[config.mk]
export PLATFORM = sky130hd
export DESIGN_NAME = fcrc_walker
export DESIGN_NICKNAME = d
export VERILOG_FILES = /design/src/rtl/fcrc_pkg.sv /design/src/rtl/fcrc_walker.sv
export SDC_FILE = /design/constraint.sdc
export NUM_CORES = 1
export LEC_CHECK = 0
export ABC_AREA = 1
export BUFFER_PORTS_ARGS = -buffer_cell sky130_fd_sc_hd__buf_4
export CORE_ASPECT_RATIO = 0.9
export CORE_MARGIN = 2
export CORE_UTILIZATION = 48
export CTS_CLUSTER_DIAMETER = 80
export DETAILED_ROUTE_END_ITERATION = 6
export GPL_TIMING_DRIVEN = 0
export HOLD_SLACK_MARGIN = 0.05
export MAX_ROUTING_LAYER = met4
export PLACE_DENSITY_LB_ADDON = 0.12
export SETUP_SLACK_MARGIN = 0.15
export SLEW_MARGIN = 5
export SYNTH_ARGS = -nofsm -noshare
export SYNTH_HDL_FRONTEND = slang
export SYNTH_SLANG_ARGS = --single-unit
[constraint.sdc]
create_clock -name clk -period 1.8 [get_ports clk]
set_input_delay 0.36 -clock clk [delete_from_list [all_inputs] [get_ports clk]]
set_output_delay 0.36 -clock clk [all_outputs]
set_load 0.005 [all_outputs]
[src/rtl/fcrc_pkg.sv]
package fcrc_pkg;

  typedef enum logic [1:0] {
    RA_CTRL   = 2'd0,
    RA_RANGE  = 2'd1,
    RA_RESULT = 2'd2
  } reg_sel_e;

  typedef enum logic [2:0] {
    W_IDLE,
    W_FETCH,
    W_LATCH,
    W_SHIFT,
    W_REF_FETCH,
    W_REF_CMP
  } walk_st_e;

  localparam logic [31:0] CRC_POLY_REFL = 32'hEDB8_8320;
  localparam int          END_LSB       = 8;
  localparam int          SEL_LSB       = 16;

  // One byte through the reflected CRC32 register, bit 0 first.
  function automatic logic [31:0] crc32_byte(input logic [31:0] c, input logic [7:0] b);
    logic [31:0] r;
    r = c ^ {24'd0, b};
    for (int i = 0; i < 8; i++) begin
      r = r[0] ? ((r >> 1) ^ CRC_POLY_REFL) : (r >> 1);
    end
    return r;
  endfunction

endpackage

[src/rtl/fcrc_walker.sv]
module fcrc_walker
  import fcrc_pkg::*;
#(
  parameter int          AW       = 8,
  parameter int          DW       = 32,
  parameter int unsigned REF_BASE = 252
) (
  input  logic          clk,
  input  logic          rst_n,
  input  logic          start,
  input  logic [AW-1:0] rng_start,
  input  logic [AW-1:0] rng_end,
  input  logic [1:0]    ref_sel,
  output logic          fuse_rd,
  output logic [AW-1:0] fuse_addr,
  input  logic [DW-1:0] fuse_rdata,
  input  logic [31:0]   crc_q,
  output logic          eng_init,
  output logic          eng_step,
  output logic [7:0]    eng_byte,
  output logic          busy,
  output logic          done,
  output logic          mismatch,
  output logic [31:0]   final_crc
);

  localparam int            NB      = DW / 8;
  localparam int            BW      = (NB > 1) ? $clog2(NB) : 1;
  localparam logic [AW-1:0] REF_ROW = AW'(REF_BASE);

  walk_st_e      st;
  logic [AW-1:0] cur;
  logic [DW-1:0] sh;
  logic [BW-1:0] bcnt;

  // named internal events
  logic last_byte, last_word, word_done, empty_start;
  logic [AW-1:0] ref_addr;

  assign last_byte   = (bcnt == BW'(NB - 1));
  assign last_word   = (cur == rng_end);
  assign word_done   = (st == W_SHIFT) && last_byte;
  assign empty_start = start && (rng_start > rng_end);
  assign ref_addr    = REF_ROW + AW'(ref_sel);

  assign fuse_rd   = (st == W_FETCH) || (st == W_REF_FETCH);
  assign fuse_addr = (st == W_REF_FETCH) ? ref_addr : cur;
  assign eng_init  = start;
  assign eng_step  = (st == W_SHIFT);
  assign eng_byte  = sh[7:0];
  assign busy      = (st != W_IDLE);
  assign done      = (st == W_REF_CMP);
  assign final_crc = ~crc_q;
  assign mismatch  = (final_crc != fuse_rdata[31:0]);

  always_ff @(posedge clk or negedge rst_n) begin
    if (!rst_n) begin
      st   <= W_IDLE;
      cur  <= '0;
      sh   <= '0;
      bcnt <= '0;
    end else begin
      unique case (st)
        W_IDLE: if (start) begin
          cur <= rng_start;
          st  <= empty_start ? W_REF_FETCH : W_FETCH;
        end
        W_FETCH: st <= W_LATCH;
        W_LATCH: begin
          sh   <= fuse_rdata;
          bcnt <= '0;
          st   <= W_SHIFT;
        end
        W_SHIFT: begin
          sh   <= sh >> 8;
          bcnt <= bcnt + 1'b1;
          if (last_byte) begin
            if (last_word) st <= W_REF_FETCH;
            else begin
              cur <= cur + 1'b1;
              st  <= W_FETCH;
            end
          end
        end
        W_REF_FETCH: st <= W_REF_CMP;
        W_REF_CMP:   st <= W_IDLE;
        default:     st <= W_IDLE;
      endcase
    end
  end

  assert_rd_pulse_R4: assert property (@(posedge clk) disable iff (!rst_n)
    fuse_rd |=> !fuse_rd);
  assert_fetch_in_range_R4: assert property (@(posedge clk) disable iff (!rst_n)
    (st == W_FETCH) |-> (cur >= rng_start && cur <= rng_end));
  assert_walk_advance_R4: assert property (@(posedge clk) disable iff (!rst_n)
    (word_done && !last_word) |=> (fuse_rd && fuse_addr == $past(cur) + 1'b1));
  assert_empty_skip_R6: assert property (@(posedge clk) disable iff (!rst_n)
    empty_start |=> (fuse_rd && fuse_addr == ref_addr));
  assert_done_exit_R9: assert property (@(posedge clk) disable iff (!rst_n)
    done |=> !busy);

endmodule

==> impl_summary.txt, run 1 <==
----------------------------------------------------
[Drt]
  Residual DRC ... 0
  Via count ... 3,478
  Violation count after the first detailed-route iteration ... 174
  Count of nets left with antenna violations after detail routing ... 0
  Via-per-instance ratio ... 5.04
  Final wirelength ... 9380 um
  First-pass iteration count of the detailed router ... 5
  DR WL/cell ... 13.6 um

[GRT]
  Number of global-route vias before repair ... 3,058
  Sum of overflow across all layers after global routing ... 0
  Pin count of the biggest net entering global routing ... 46
  GR Layer Usage met2 ... 0.407
  Wire length of the first global-routing pass ... 14,400 um
  Top Usage Layer GRT ... met2
  Met3 track demand over resource ... 0.0462
  Total global-route track usage ... 0.269
  Fraction of met1 tracks used by global routing ... 0.387
  Initial antenna violation count ... 0

[Clock network]
  CTS tree ... built
  Clock Tree Root ... sky130_fd_sc_hd__clkbuf_8
  Hold buffer count at cts ... 0
  Max clock buf depth ... 2
  Number of buffers inserted during clock tree synthesis ... 5
  Latest clock arrival within the worst-skew pair ... 0.30 ns
  Number of sinks handled by clock tree synthesis ... 45
  Clock slew at the register clock pins of the worst setup and hold paths ... 0.09 ns
  # H-tree levels ... 2

[Floorplan]
  Effective utilization at floorplan ... 0.502
  Area of the core ... 6220 um^2
  Total die area ... 7170 um^2
  I/O pin count ... 139
  Die W ... 89.0 um
  Core Rows ... 27
  Die H ... 80.5 um

[Synth]
  Mux share of post-synthesis cell area ... 0
  Yosys warns ... 0
  Post-synth EDFFs ... 0
  Number of flip-flops and latches in the synthesized netlist ... 45
  Combinational family with the most area after synthesis ... simple AND/OR/NAND/NOR gates
  Synthesized-area fraction occupied by adder cells ... 0.0401
  Synthesized net count ... 544
  Simple logic cell fraction of the synthesized area ... 0.281
  Mapped Cells ... 449
  Synth unique cells ... 34
  Proportion of synthesized chip area in sequential cells ... 0.361
  Synthesized area per cell ... 6.95 um^2
  Post-synthesis cell area ... 3120 um^2
  XOR/XNOR share of the synthesized area ... 0.0477
  Compound-Gate Fraction of Synth Area ... 0.129
  Primary FF master, synth ... sky130_fd_sc_hd__dfrtp_1
  Fraction of registers with async set/reset ... 1.00

[STA]
  Final slew viol count ... 0
  Clock skew after layout ... 0.0159 ns
  Max_slew headroom ... 0.625
  Hold slack ... 0.0353 ns
  Final hold viol count ... 0
  Fmax ... 569 MHz
  Total Negative Setup Slacks ... 0 ns
  # setup viols final ... 0
  Min cycle time layout ... 1.76 ns
  RSZ-0062 raised after global routing ... yes
  Part of the cycle the worst path needs ... 0.977
  Slew at the pin closest to its max-slew limit ... 0.562 ns

[Power and ir drop]
  Part of the total power dissipated in combinational logic ... 0.586
  Design internal power ... 3.27 mW
  Power density normalized to cell area ... 1260 nW/um^2
  IR drop worst, VDD ... 895 uV
  PnR Total Power ... 5.78 mW
  Power dissipated by switching net loads ... 2.50 mW
  Leakage power summed over all cells ... 2.51 nW
  Clock network fraction of design power ... 0.108
  Switching power share of the total ... 0.433
  Sequential cell fraction of total power ... 0.307

[Setup path]
  Critical Path Most Common Cell ... sky130_fd_sc_hd__buf_6
  Number of cell instances on the worst register-to-register path ... 12
  FF-to-FF End ... cur[6]$_DFFE_PN0P_
  Register-to-register setup slack ... 0.14 ns
  Critical path class ... flop to output pin
  Top fanout value on the critical path ... 10
  Critical path arrival ... 1.40 ns
  Critical path launch point type ... flop
  Start of the worst register-to-register path ... st[2]$_DFFE_PN0P_
  Critical Path Max Stage Delay ... 0.40 ns
  Cell chain of the critical path ... inv_2 > nand2_1 > nor2_4 > buf_6 > buf_6 > buf_4
  WP data required ... 1.44 ns
  Element type at the critical path end ... output pin
  Library cell contributing the largest single delay on the critical path ... sky130_fd_sc_hd__dfrtp_1

[Placement]
  Number of buffers inserted by port buffering ... 138
  Detailed placement HPWL ... 7120 um
  Routability-driven placement congestion ratio ... 0.844
  DP Area ... 4270 um^2

[Layout]
  Number of nets in the layout ... 697
  Layout Area Growth over Synthesis ... 46.7%
  Commonest non-fill, non-tap cells in the layout ... 150 x sky130_fd_sc_hd__nand2_1, 144 x sky130_fd_sc_hd__buf_4, 64 x sky130_fd_sc_hd__inv_1, 45 x sky130_fd_sc_hd__dfrtp_1, 23 x sky130_fd_sc_hd__nand3_1
  Post-route design area ... 4580 um^2
  Fraction of final layout cells with drive strength greater than 1 ... 0.376
  Antenna fix cells ... 0
  Final core utilization ... 0.737
  Commonest non-fill, non-tap cell in the layout ... sky130_fd_sc_hd__nand2_1

[Hold path]
  Class of the most critical hold timing path ... input pin to asynchronous set/reset pin

[Job]
  Max-cap check violation count ... 0

[Outcome]
  Run status ... completed

----------------------------------------------------
[flip-flops by register name (all words and copies together), names as in the netlist]
name / flops
st: 3
sh: 32
cur: 8
bcnt: 2
[worst max path at each step]
stage / from / to / slack, ns / depth (start not counted)
global placement: st[0]$_DFFE_PN0P_ / fuse_addr[1] / 0.07 / 6
finish: st[2]$_DFFE_PN0P_ / eng_step / 0.04 / 6
detailed placement: fuse_rdata[11] / mismatch / 0.07 / 8
global route: st[1]$_DFFE_PN0P_ / fuse_addr[1] / -0.05 / 5
CTS: st[1]$_DFFE_PN0P_ / fuse_addr[1] / 0.05 / 6
floorplan: st[0]$_DFFE_PN0P_ / fuse_addr[0] / 0.40 / 4
[area by class of cell]
cell class	instances	area (um^2)
inverters	81	309
plain buffers	21	168
multi-input cells	302	1650
well taps	87	109
fillers	525	1640
repair buffers	146	1130
clock inverters	1	7.51
clock buffers	7	76.3
flip-flops and latches	45	1130
[Yosys cell counts (2+ instances only)]
library cell,instances,share of area
sky130_fd_sc_hd__inv_1,71,0.085
sky130_fd_sc_hd__o22ai_1,11,0.022
sky130_fd_sc_hd__a22o_1,2,0.0056
sky130_fd_sc_hd__buf_2,7,0.011
sky130_fd_sc_hd__buf_4,10,0.024
sky130_fd_sc_hd__nand3_1,23,0.037
sky130_fd_sc_hd__o21ai_2,9,0.025
sky130_fd_sc_hd__nand2_2,4,0.0080
sky130_fd_sc_hd__o21ai_0,14,0.022
sky130_fd_sc_hd__nor3_1,7,0.011
sky130_fd_sc_hd__xnor2_1,12,0.034
sky130_fd_sc_hd__xor2_1,5,0.014
sky130_fd_sc_hd__clkbuf_1,2,0.0024
sky130_fd_sc_hd__a21oi_1,7,0.011
sky130_fd_sc_hd__o221ai_1,3,0.0084
sky130_fd_sc_hd__nor2_1,23,0.028
sky130_fd_sc_hd__dfrtp_1,45,0.36
sky130_fd_sc_hd__o211ai_1,9,0.022
sky130_fd_sc_hd__ha_1,10,0.040
sky130_fd_sc_hd__nor4_1,2,0.0040
sky130_fd_sc_hd__inv_2,10,0.012
sky130_fd_sc_hd__nand2_1,151,0.18
[worst max-delay path: cells and delay by family, from the launching register on]
family,cells,cell delay [ns]
DFF,1,0.40
buffers and inverters,4,0.46
and+or+nand+nor,2,0.25
[metal layers]
metal / up-vias / part of all wire
met4: 0 / 0.0076
met1: 1612 / 0.45
met2: 151 / 0.45
li1: 1707 / -
met5: - / 0
met3: 8 / 0.088
[repair_timing]
item	in CTS	in global routing
setup buffers	6	1
gates cloned	1	0
gates resized for setup	35	25
setup endpoints to repair	11	35
pin swaps	18	17
[cells by family (layout without fill, tap and decap cells)]
group / count (synthesis) / count (layout)
compound gates: 60 / 60
xor+xnor: 17 / 17
fa+ha+maj: 10 / 10
buf+inv: 102 / 256
flops: 45 / 45
simple gates: 215 / 215
[metrics by stage]
stage | instances | worst slack, ns
3_3_place_gp | 674 | 0.0715
2_1_floorplan | 449 | 0.405
4_1_cts | 689 | 0.0451
6_report | 690 | 0.0410
3_5_place_dp | 674 | 0.0719
5_1_grt | 690 | -0.0476
[power by group through the flow]
stage                     Sequential [mW]  Combinational, mW  Clock [mW]
final                                1.77               3.38       0.622
after global routing                 1.82               3.76       0.678
after CTS                            1.77               3.27       0.617
after detailed placement             1.78               3.13           0
after global placement               1.76               3.03           0
after floorplan                      1.72               2.05           0
No activity file was read; power rests on OpenSTA's default activity.
==> run 2, diff against run 1 <==
ABC_AREA = default   (was 1)
==> impl_summary.txt, run 2 <==
----------------------------------------------------
[Outcome]
  Run status ... finished with violations
  Violations in the final reports ... negative setup slack

[Floorplan]
  Die H ... 80.3 um (-0.21%)
  Total die area ... 7140 um^2 (-0.42%)
  I/O pin count ... 139 (unchanged)
  Area of the core ... 6180 um^2 (-0.54%)
  Core Rows ... 27 (unchanged)
  Effective utilization at floorplan ... 0.503 (+0.000518)
  Die W ... 88.8 um (-0.21%)

[STA]
  Min cycle time layout ... 1.95 ns (+0.193 ns)
  RSZ-0062 raised after global routing ... yes
  Fmax ... 512 MHz (-9.9%)
  Slew at the pin closest to its max-slew limit ... 0.576 ns (+0.0140 ns)
  Part of the cycle the worst path needs ... 1.08 (+0.107)
  Final hold viol count ... 0 (unchanged)
  Hold slack ... 0.0479 ns (+0.0126 ns)
  Worst Setup Slack, final ... -0.152 ns (-0.193 ns)
  Max_slew headroom ... 0.616 (-0.00931)
  Clock skew after layout ... 0.00602 ns (-0.00992 ns)
  Final slew viol count ... 0 (unchanged)
  Total Negative Setup Slacks ... -1.46 ns (-1.46 ns)
  # setup viols final ... 14 (+14)

[Synth]
  Primary FF master, synth ... sky130_fd_sc_hd__dfrtp_1
  Number of flip-flops and latches in the synthesized netlist ... 45 (unchanged)
  Yosys warns ... 0 (unchanged)
  Share of the synthesized area in the top cell type ... 0.362 (+0.00160)
  Fraction of registers with async set/reset ... 1.00 (unchanged)
  Synthesized net count ... 462 (-15%)
  Synth cell count leaders ... 47 x sky130_fd_sc_hd__nand2_1, 45 x sky130_fd_sc_hd__dfrtp_1, 40 x sky130_fd_sc_hd__inv_1
  Most instantiated library cell after synthesis ... sky130_fd_sc_hd__nand2_1
  Leading cell types by total area after synthesis ... sky130_fd_sc_hd__dfrtp_1 36%, sky130_fd_sc_hd__xor2_1 9.0%, sky130_fd_sc_hd__mux2i_1 7.7%
  Mapped Cells ... 367 (-18%)
  Proportion of synthesized chip area in sequential cells ... 0.362 (+0.00160)
  Synthesized area per cell ... 8.47 um^2 (+22%)
  Post-synthesis cell area ... 3110 um^2 (-0.44%)
  Post-synth EDFFs ... 0 (unchanged)
  Synth unique cells ... 41 (+21%)
  Cell taking the most area after synthesis ... sky130_fd_sc_hd__dfrtp_1

[Layout]
  Fraction of final layout cells with drive strength greater than 1 ... 0.449 (+0.0727)
  Post-route design area ... 4950 um^2 (+8.1%)
  Most flops, register ... sh
  Layout Area Growth over Synthesis ... 59.3%
  Registers with the most flip-flops ... sh (32), cur (8), st (3)
  Commonest non-fill, non-tap cell in the layout ... sky130_fd_sc_hd__buf_4
  Max FFs per register ... 32 (unchanged)
  Number of nets in the layout ... 635 (-8.9%)
  Commonest non-fill, non-tap cells in the layout ... 150 x sky130_fd_sc_hd__buf_4, 46 x sky130_fd_sc_hd__nand2_1, 42 x sky130_fd_sc_hd__dfrtp_1, 40 x sky130_fd_sc_hd__inv_1, 37 x sky130_fd_sc_hd__o21ai_0
  Antenna fix cells ... 0 (unchanged)

[Setup path]
  Top fanout value on the critical path ... 4 (-6)
  Number of cell instances on the worst register-to-register path ... 13 (+1)
  FF-to-FF End ... st[0]$_DFFE_PN0P_
  WP data required ... 1.98 ns (+0.54 ns)
  Element type at the critical path end ... flop
  Critical path arrival ... 2.14 ns (+0.74 ns)
  Worst setup path end ... st[0]$_DFFE_PN0P_
  Critical path class ... flop to flop
  Critical path launch point type ... flop
  Start of the worst register-to-register path ... st[1]$_DFFE_PN0P_
  Register-to-register setup slack ... -0.15 ns (-0.29 ns)
  Crit path from ... st[1]$_DFFE_PN0P_

[Placement]
  Routability-driven placement congestion ratio ... 0.884 (+4.7%)
  DP Area ... 4260 um^2 (about the same)
  Detailed placement HPWL ... 7140 um (+0.31%)
  Number of buffers inserted by port buffering ... 138 (unchanged)

[Drt]
  Residual DRC ... 0 (unchanged)
  DR WL/cell ... 15.9 um (+17%)
  First-pass iteration count of the detailed router ... 5 (unchanged)
  Violation count after the first detailed-route iteration ... 199 (+14%)
  Final wirelength ... 9960 um (+6.2%)
  Via count ... 3,303 (-5.0%)
  Via-per-instance ratio ... 5.26 (+4.3%)
  Count of nets left with antenna violations after detail routing ... 0 (unchanged)

[Clock network]
  Clock Tree Root ... sky130_fd_sc_hd__clkbuf_8
  # H-tree levels ... 2 (unchanged)
  CTS tree ... built
  Number of sinks handled by clock tree synthesis ... 45 (unchanged)
  Number of buffers inserted during clock tree synthesis ... 5 (unchanged)
  Hold buffer count at cts ... 0 (unchanged)
  Clock slew at the register clock pins of the worst setup and hold paths ... 0.09 ns (about the same)
  Max clock buf depth ... 2 (unchanged)
  Latest clock arrival within the worst-skew pair ... 0.30 ns (about the same)

[Power and ir drop]
  Leakage power summed over all cells ... 2.57 nW (+2.7%)
  PnR Total Power ... 6.47 mW (+12%)
  Clock network fraction of design power ... 0.108 (about the same)
  Switching power share of the total ... 0.398 (-0.0358)
  Power dissipated by switching net loads ... 2.57 mW (+2.7%)
  Power density normalized to cell area ... 1310 nW/um^2 (+3.6%)
  Sequential cell fraction of total power ... 0.284 (-0.023)
  Part of the total power dissipated in combinational logic ... 0.609 (+0.023)
  IR drop worst, VDD ... 799 uV (-11%)
  Design internal power ... 3.90 mW (+19%)

[GRT]
  Number of global-route vias before repair ... 3,092 (+1.1%)
  Initial antenna violation count ... 0 (unchanged)
  Sum of overflow across all layers after global routing ... 0 (unchanged)
  Wire length of the first global-routing pass ... 14,500 um (+0.33%)
  Pin count of the biggest net entering global routing ... 46 (unchanged)
  Total global-route track usage ... 0.272 (+0.00243)

[Job]
  Max-cap check violation count ... 0 (unchanged)

[Hold path]
  Class of the most critical hold timing path ... input pin to asynchronous set/reset pin

----------------------------------------------------
## run 2: cell count changes in the layout (fill, tap and decap cells not counted), moves of 10 or more
cell and delta:
sky130_fd_sc_hd__o21ai_0 +30, sky130_fd_sc_hd__mux2i_1 +24, sky130_fd_sc_hd__nor2_1 -13, sky130_fd_sc_hd__inv_1 -24
sky130_fd_sc_hd__xor2_1 +20, sky130_fd_sc_hd__inv_2 -15, sky130_fd_sc_hd__nand3_1 -15, sky130_fd_sc_hd__nand2_1 -104
sky130_fd_sc_hd__nand4_1 +11, sky130_fd_sc_hd__buf_6 +20, sky130_fd_sc_hd__o21ai_2 -10
## run 2: through the flow
step / setup WS, ns / utilization / cells
CTS: -0.176 / 0.763 / 620
finish: -0.152 / 0.801 / 628
detailed placement: -0.168 / 0.690 / 592
global route: -0.222 / 0.801 / 628
floorplan: 0.0762 / - / 367
global placement: -0.148 / 0.690 / 592
## run 2: power by group through the flow
stage	clock network (mW)	registers (mW)	logic [mW]
final	0.697	1.84	3.94
after global routing	0.752	1.88	4.24
after CTS	0.695	1.81	3.53
after detailed placement	0	1.82	2.99
after global placement	0	1.81	2.91
after floorplan	0	1.72	1.97
## run 2: logic make-up (layout without fill, tap and decap cells)
group | Yosys count | after routing | synth area share
AND/OR/NAND/NOR | 106 | 106 | 0.168
flip-flops | 45 | 45 | 0.362
multiplexers | 27 | 27 | 0.0894
buffers and inverters | 68 | 242 | 0.0978
AO/OA/AOI/OAI | 70 | 70 | 0.127
XOR/XNOR | 41 | 41 | 0.116
adder cells (fa/ha/maj) | 10 | 10 | 0.0403
## run 2: critical path: stages (launching register included)
cell	delay, ns
sky130_fd_sc_hd__dfrtp_1	0.38
sky130_fd_sc_hd__buf_6	0.13
sky130_fd_sc_hd__nor2_4	0.09
sky130_fd_sc_hd__buf_6	0.10
sky130_fd_sc_hd__buf_6	0.08
sky130_fd_sc_hd__buf_6	0.08
sky130_fd_sc_hd__buf_6	0.08
sky130_fd_sc_hd__buf_6	0.08
sky130_fd_sc_hd__buf_6	0.08
sky130_fd_sc_hd__buf_6	0.10
sky130_fd_sc_hd__nand2_4	0.04
sky130_fd_sc_hd__o211ai_1	0.15
sky130_fd_sc_hd__a21oi_1	0.07
sky130_fd_sc_hd__or3_1	0.37
## run 2: layout make-up
type | instances | area [um^2]
fill | 434 | 1230
clock buffer | 7 | 96.3
buffer | 27 | 246
inverter | 41 | 161
multi-input combinational | 254 | 1850
timing repair buffer | 166 | 1360
clock inverter | 1 | 5.00
sequential | 45 | 1130
tap | 87 | 109
## run 2: how the worst min path moves through the flow
stage,slack [ns],startpoint,cells past startpoint,to
floorplan,0.06,rst_n,0,bcnt[0]$_DFFE_PN0P_
global placement,0.40,rst_n,1,st[1]$_DFFE_PN0P_
detailed placement,0.40,rst_n,1,st[1]$_DFFE_PN0P_
CTS,0.07,rst_n,1,st[1]$_DFFE_PN0P_
global route,0.09,rst_n,1,st[1]$_DFFE_PN0P_
finish,0.05,rst_n,1,st[1]$_DFFE_PN0P_
## run 2: routing by layer
layer / share of wire / routed length, um / vias up / GRT usage
met5: 0 / 0 / - / -
met4: 0.018 / 177 / 0 / 0.0682
met3: 0.076 / 757 / 18 / 0.0534
met2: 0.48 / 4830 / 143 / 0.413
met1: 0.42 / 4200 / 1589 / 0.373
li1: - / - / 1553 / -
## run 2: repair_timing
action	in CTS	in global routing
endpoints found under the setup margin	46	47
resized for setup	58	56
setup buffers	19	8
gates cloned	1	0
pin swaps	11	17
==> run 3, diff against run 2 <==
GPL_ROUTABILITY_DRIVEN = 0   (was default)
GPL_TIMING_DRIVEN = default   (was 0)
==> impl_summary.txt, run 3 (same netlist as run 2, synthesis figures left out) <==
----------------------------------------------------
[GRT]
  Total global-route track usage ... 0.267 (-0.00455)
  Wire length of the first global-routing pass ... 14,300 um (-1.5%)
  Number of global-route vias before repair ... 3,062 (-0.97%)
  Initial antenna violation count ... 0 (unchanged)
  Sum of overflow across all layers after global routing ... 0 (unchanged)
  Pin count of the biggest net entering global routing ... 67 (+46%)

[Layout]
  Layout filler cell count ... 445 (+2.5%)
  Antenna fix cells ... 0 (unchanged)
  Final core utilization ... 0.790 (-0.0111)
  Layout Area Growth over Synthesis ... 57.0%
  Commonest non-fill, non-tap cell in the layout ... sky130_fd_sc_hd__buf_4
  Registers with the most flip-flops ... sh (32), cur (8), st (3)
  Max FFs per register ... 32 (unchanged)
  Fraction of final layout cells with drive strength greater than 1 ... 0.450 (+0.000832)
  Most flops, register ... sh
  Number of nets in the layout ... 614 (-3.3%)
  Commonest non-fill, non-tap cells in the layout ... 140 x sky130_fd_sc_hd__buf_4, 47 x sky130_fd_sc_hd__nand2_1, 41 x sky130_fd_sc_hd__dfrtp_1, 40 x sky130_fd_sc_hd__inv_1, 38 x sky130_fd_sc_hd__o21ai_0

[Clock network]
  Number of buffers inserted during clock tree synthesis ... 5 (unchanged)
  Clock Tree Root ... sky130_fd_sc_hd__clkbuf_8
  # H-tree levels ... 2 (unchanged)
  Hold buffer count at cts ... 0 (unchanged)
  Number of sinks handled by clock tree synthesis ... 45 (unchanged)
  Clock slew at the register clock pins of the worst setup and hold paths ... 0.09 ns (about the same)
  CTS tree ... built
  Latest clock arrival within the worst-skew pair ... 0.31 ns (about the same)
  Max clock buf depth ... 2 (unchanged)

[Power and ir drop]
  IR drop worst, VDD ... 747 uV (-6.5%)
  Power density normalized to cell area ... 1320 nW/um^2 (+1.4%)
  PnR Total Power ... 6.47 mW (about the same)
  Leakage power summed over all cells ... 2.48 nW (-3.7%)

[Placement]
  Detailed placement HPWL ... 6850 um (-4.1%)
  Pre-CTS WS ... -0.0666 ns (+0.102 ns)
  Number of buffers inserted by port buffering ... 138 (unchanged)

[STA]
  Worst Setup Slack, final ... -0.0583 ns (+0.0939 ns)
  # setup viols final ... 10 (-4)
  Hold slack ... 0.0394 ns (-0.00853 ns)
  Max_slew headroom ... 0.607 (-0.00903)
  Slew at the pin closest to its max-slew limit ... 0.589 ns (+0.0135 ns)
  Final hold viol count ... 0 (unchanged)
  Fmax ... 538 MHz (+5.1%)
  Min cycle time layout ... 1.86 ns (-0.0939 ns)
  RSZ-0062 raised after global routing ... yes
  Clock skew after layout ... 0.00795 ns (+0.00193 ns)
  Final slew viol count ... 0 (unchanged)
  Part of the cycle the worst path needs ... 1.03 (-0.0522)

[Floorplan]
  Core Rows ... 27 (unchanged)
  Die H ... 80.3 um (unchanged)
  Effective utilization at floorplan ... 0.503 (unchanged)
  Total die area ... 7140 um^2 (unchanged)
  Area of the core ... 6180 um^2 (unchanged)
  Die W ... 88.8 um (unchanged)
  I/O pin count ... 139 (unchanged)

[Drt]
  Final wirelength ... 9440 um (-5.2%)
  Residual DRC ... 0 (unchanged)
  Via-per-instance ratio ... 5.09 (-3.2%)
  DR WL/cell ... 15.6 um (-2.0%)
  Violation count after the first detailed-route iteration ... 130 (-35%)
  Via count ... 3,090 (-6.4%)
  First-pass iteration count of the detailed router ... 4 (-1)
  Count of nets left with antenna violations after detail routing ... 0 (unchanged)

[Hold path]
  Class of the most critical hold timing path ... input pin to asynchronous set/reset pin

[Setup path]
  Critical path launch point type ... flop
  Element type at the critical path end ... output pin
  Top fanout value on the critical path ... 4 (unchanged)
  Critical path class ... flop to output pin
  Critical path arrival ... 1.50 ns (-0.64 ns)
  WP data required ... 1.44 ns (-0.54 ns)

[Outcome]
  Violations in the final reports ... negative setup slack
  Run status ... finished with violations

[Job]
  Max-cap check violation count ... 0 (unchanged)

----------------------------------------------------
run 3: changes by cell type in the layout (fill, tap and decap cells not counted), sizes merged:
| cell | change |
|---|---|
| clkinvlp | +1 |
| bufinv | +1 |
| buf | -14 |
| clkbuf | -9 |
run 3: critical path: stages (launching register included):
cell and delay (ns):
sky130_fd_sc_hd__dfrtp_2 0.47, sky130_fd_sc_hd__nor2_4 0.13, sky130_fd_sc_hd__and2_4 0.18, sky130_fd_sc_hd__mux2_4 0.30
sky130_fd_sc_hd__buf_6 0.11
run 3: layout make-up:
type | instances | area (um^2) | share of cell area
multi-input combinational | 254 | 1920 | 0.393
timing repair buffer | 172 | 1450 | 0.296
sequential | 45 | 1130 | 0.232
inverter | 41 | 161 | 0.0331
tap | 87 | 109 | 0.0223
clock buffer | 5 | 68.8 | 0.0141
clock inverter | 3 | 46.3 | 0.00948
run 3: power breakdown:
group | switching (mW) | internal [mW]
Sequential | 0.348 | 1.48
Combinational | 1.84 | 2.01
Clock | 0.377 | 0.416
Total | 2.57 | 3.90
run 3: timing repair:
item / CTS / global route
resized for setup: 45 / 45
pin swaps: 18 / 18
cloned: 0 / 1
buffers inserted: 6 / 5
setup endpoints to repair: 21 / 22
run 3: through the flow:
stage	setup TNS, ns	area, um^2	cells
4_1_cts	-0.135	4620	601
2_1_floorplan	0	3120	367
5_1_grt	-0.692	4880	607
3_5_place_dp	-0.103	4290	587
3_3_place_gp	-0.0190	4290	587
6_report	-0.263	4880	607
run 3: routing by layer:
layer | vias to the layer above | track usage | wire length [um]
li1 | 1512 | - | -
met1 | 1464 | 0.361 | 4120
met2 | 98 | 0.419 | 4660
met3 | 16 | 0.0391 | 522
met4 | 0 | 0.0727 | 141
met5 | - | - | 0
run 3: final timing paths:
path / startpoint / to / slack, ns / cells past startpoint
worst min-delay path: rst_n / st[1]$_DFFE_PN0P_ / 0.04 / 1
worst max register to register: st[0]$_DFFE_PN0P_ / cur[0]$_DFFE_PN0P_ / -0.03 / 5
worst max-delay path: st[0]$_DFFE_PN0P_ / fuse_addr[1] / -0.06 / 4
min in group clk: rng_start[0] / cur[0]$_DFFE_PN0P_ / 0.30 / 2
max in group asynchronous: rst_n / cur[5]$_DFFE_PN0P_ / 1.32 / 1
worst min register to register: sh[24]$_DFFE_PN0P_ / sh[24]$_DFFE_PN0P_ / 0.49 / 2
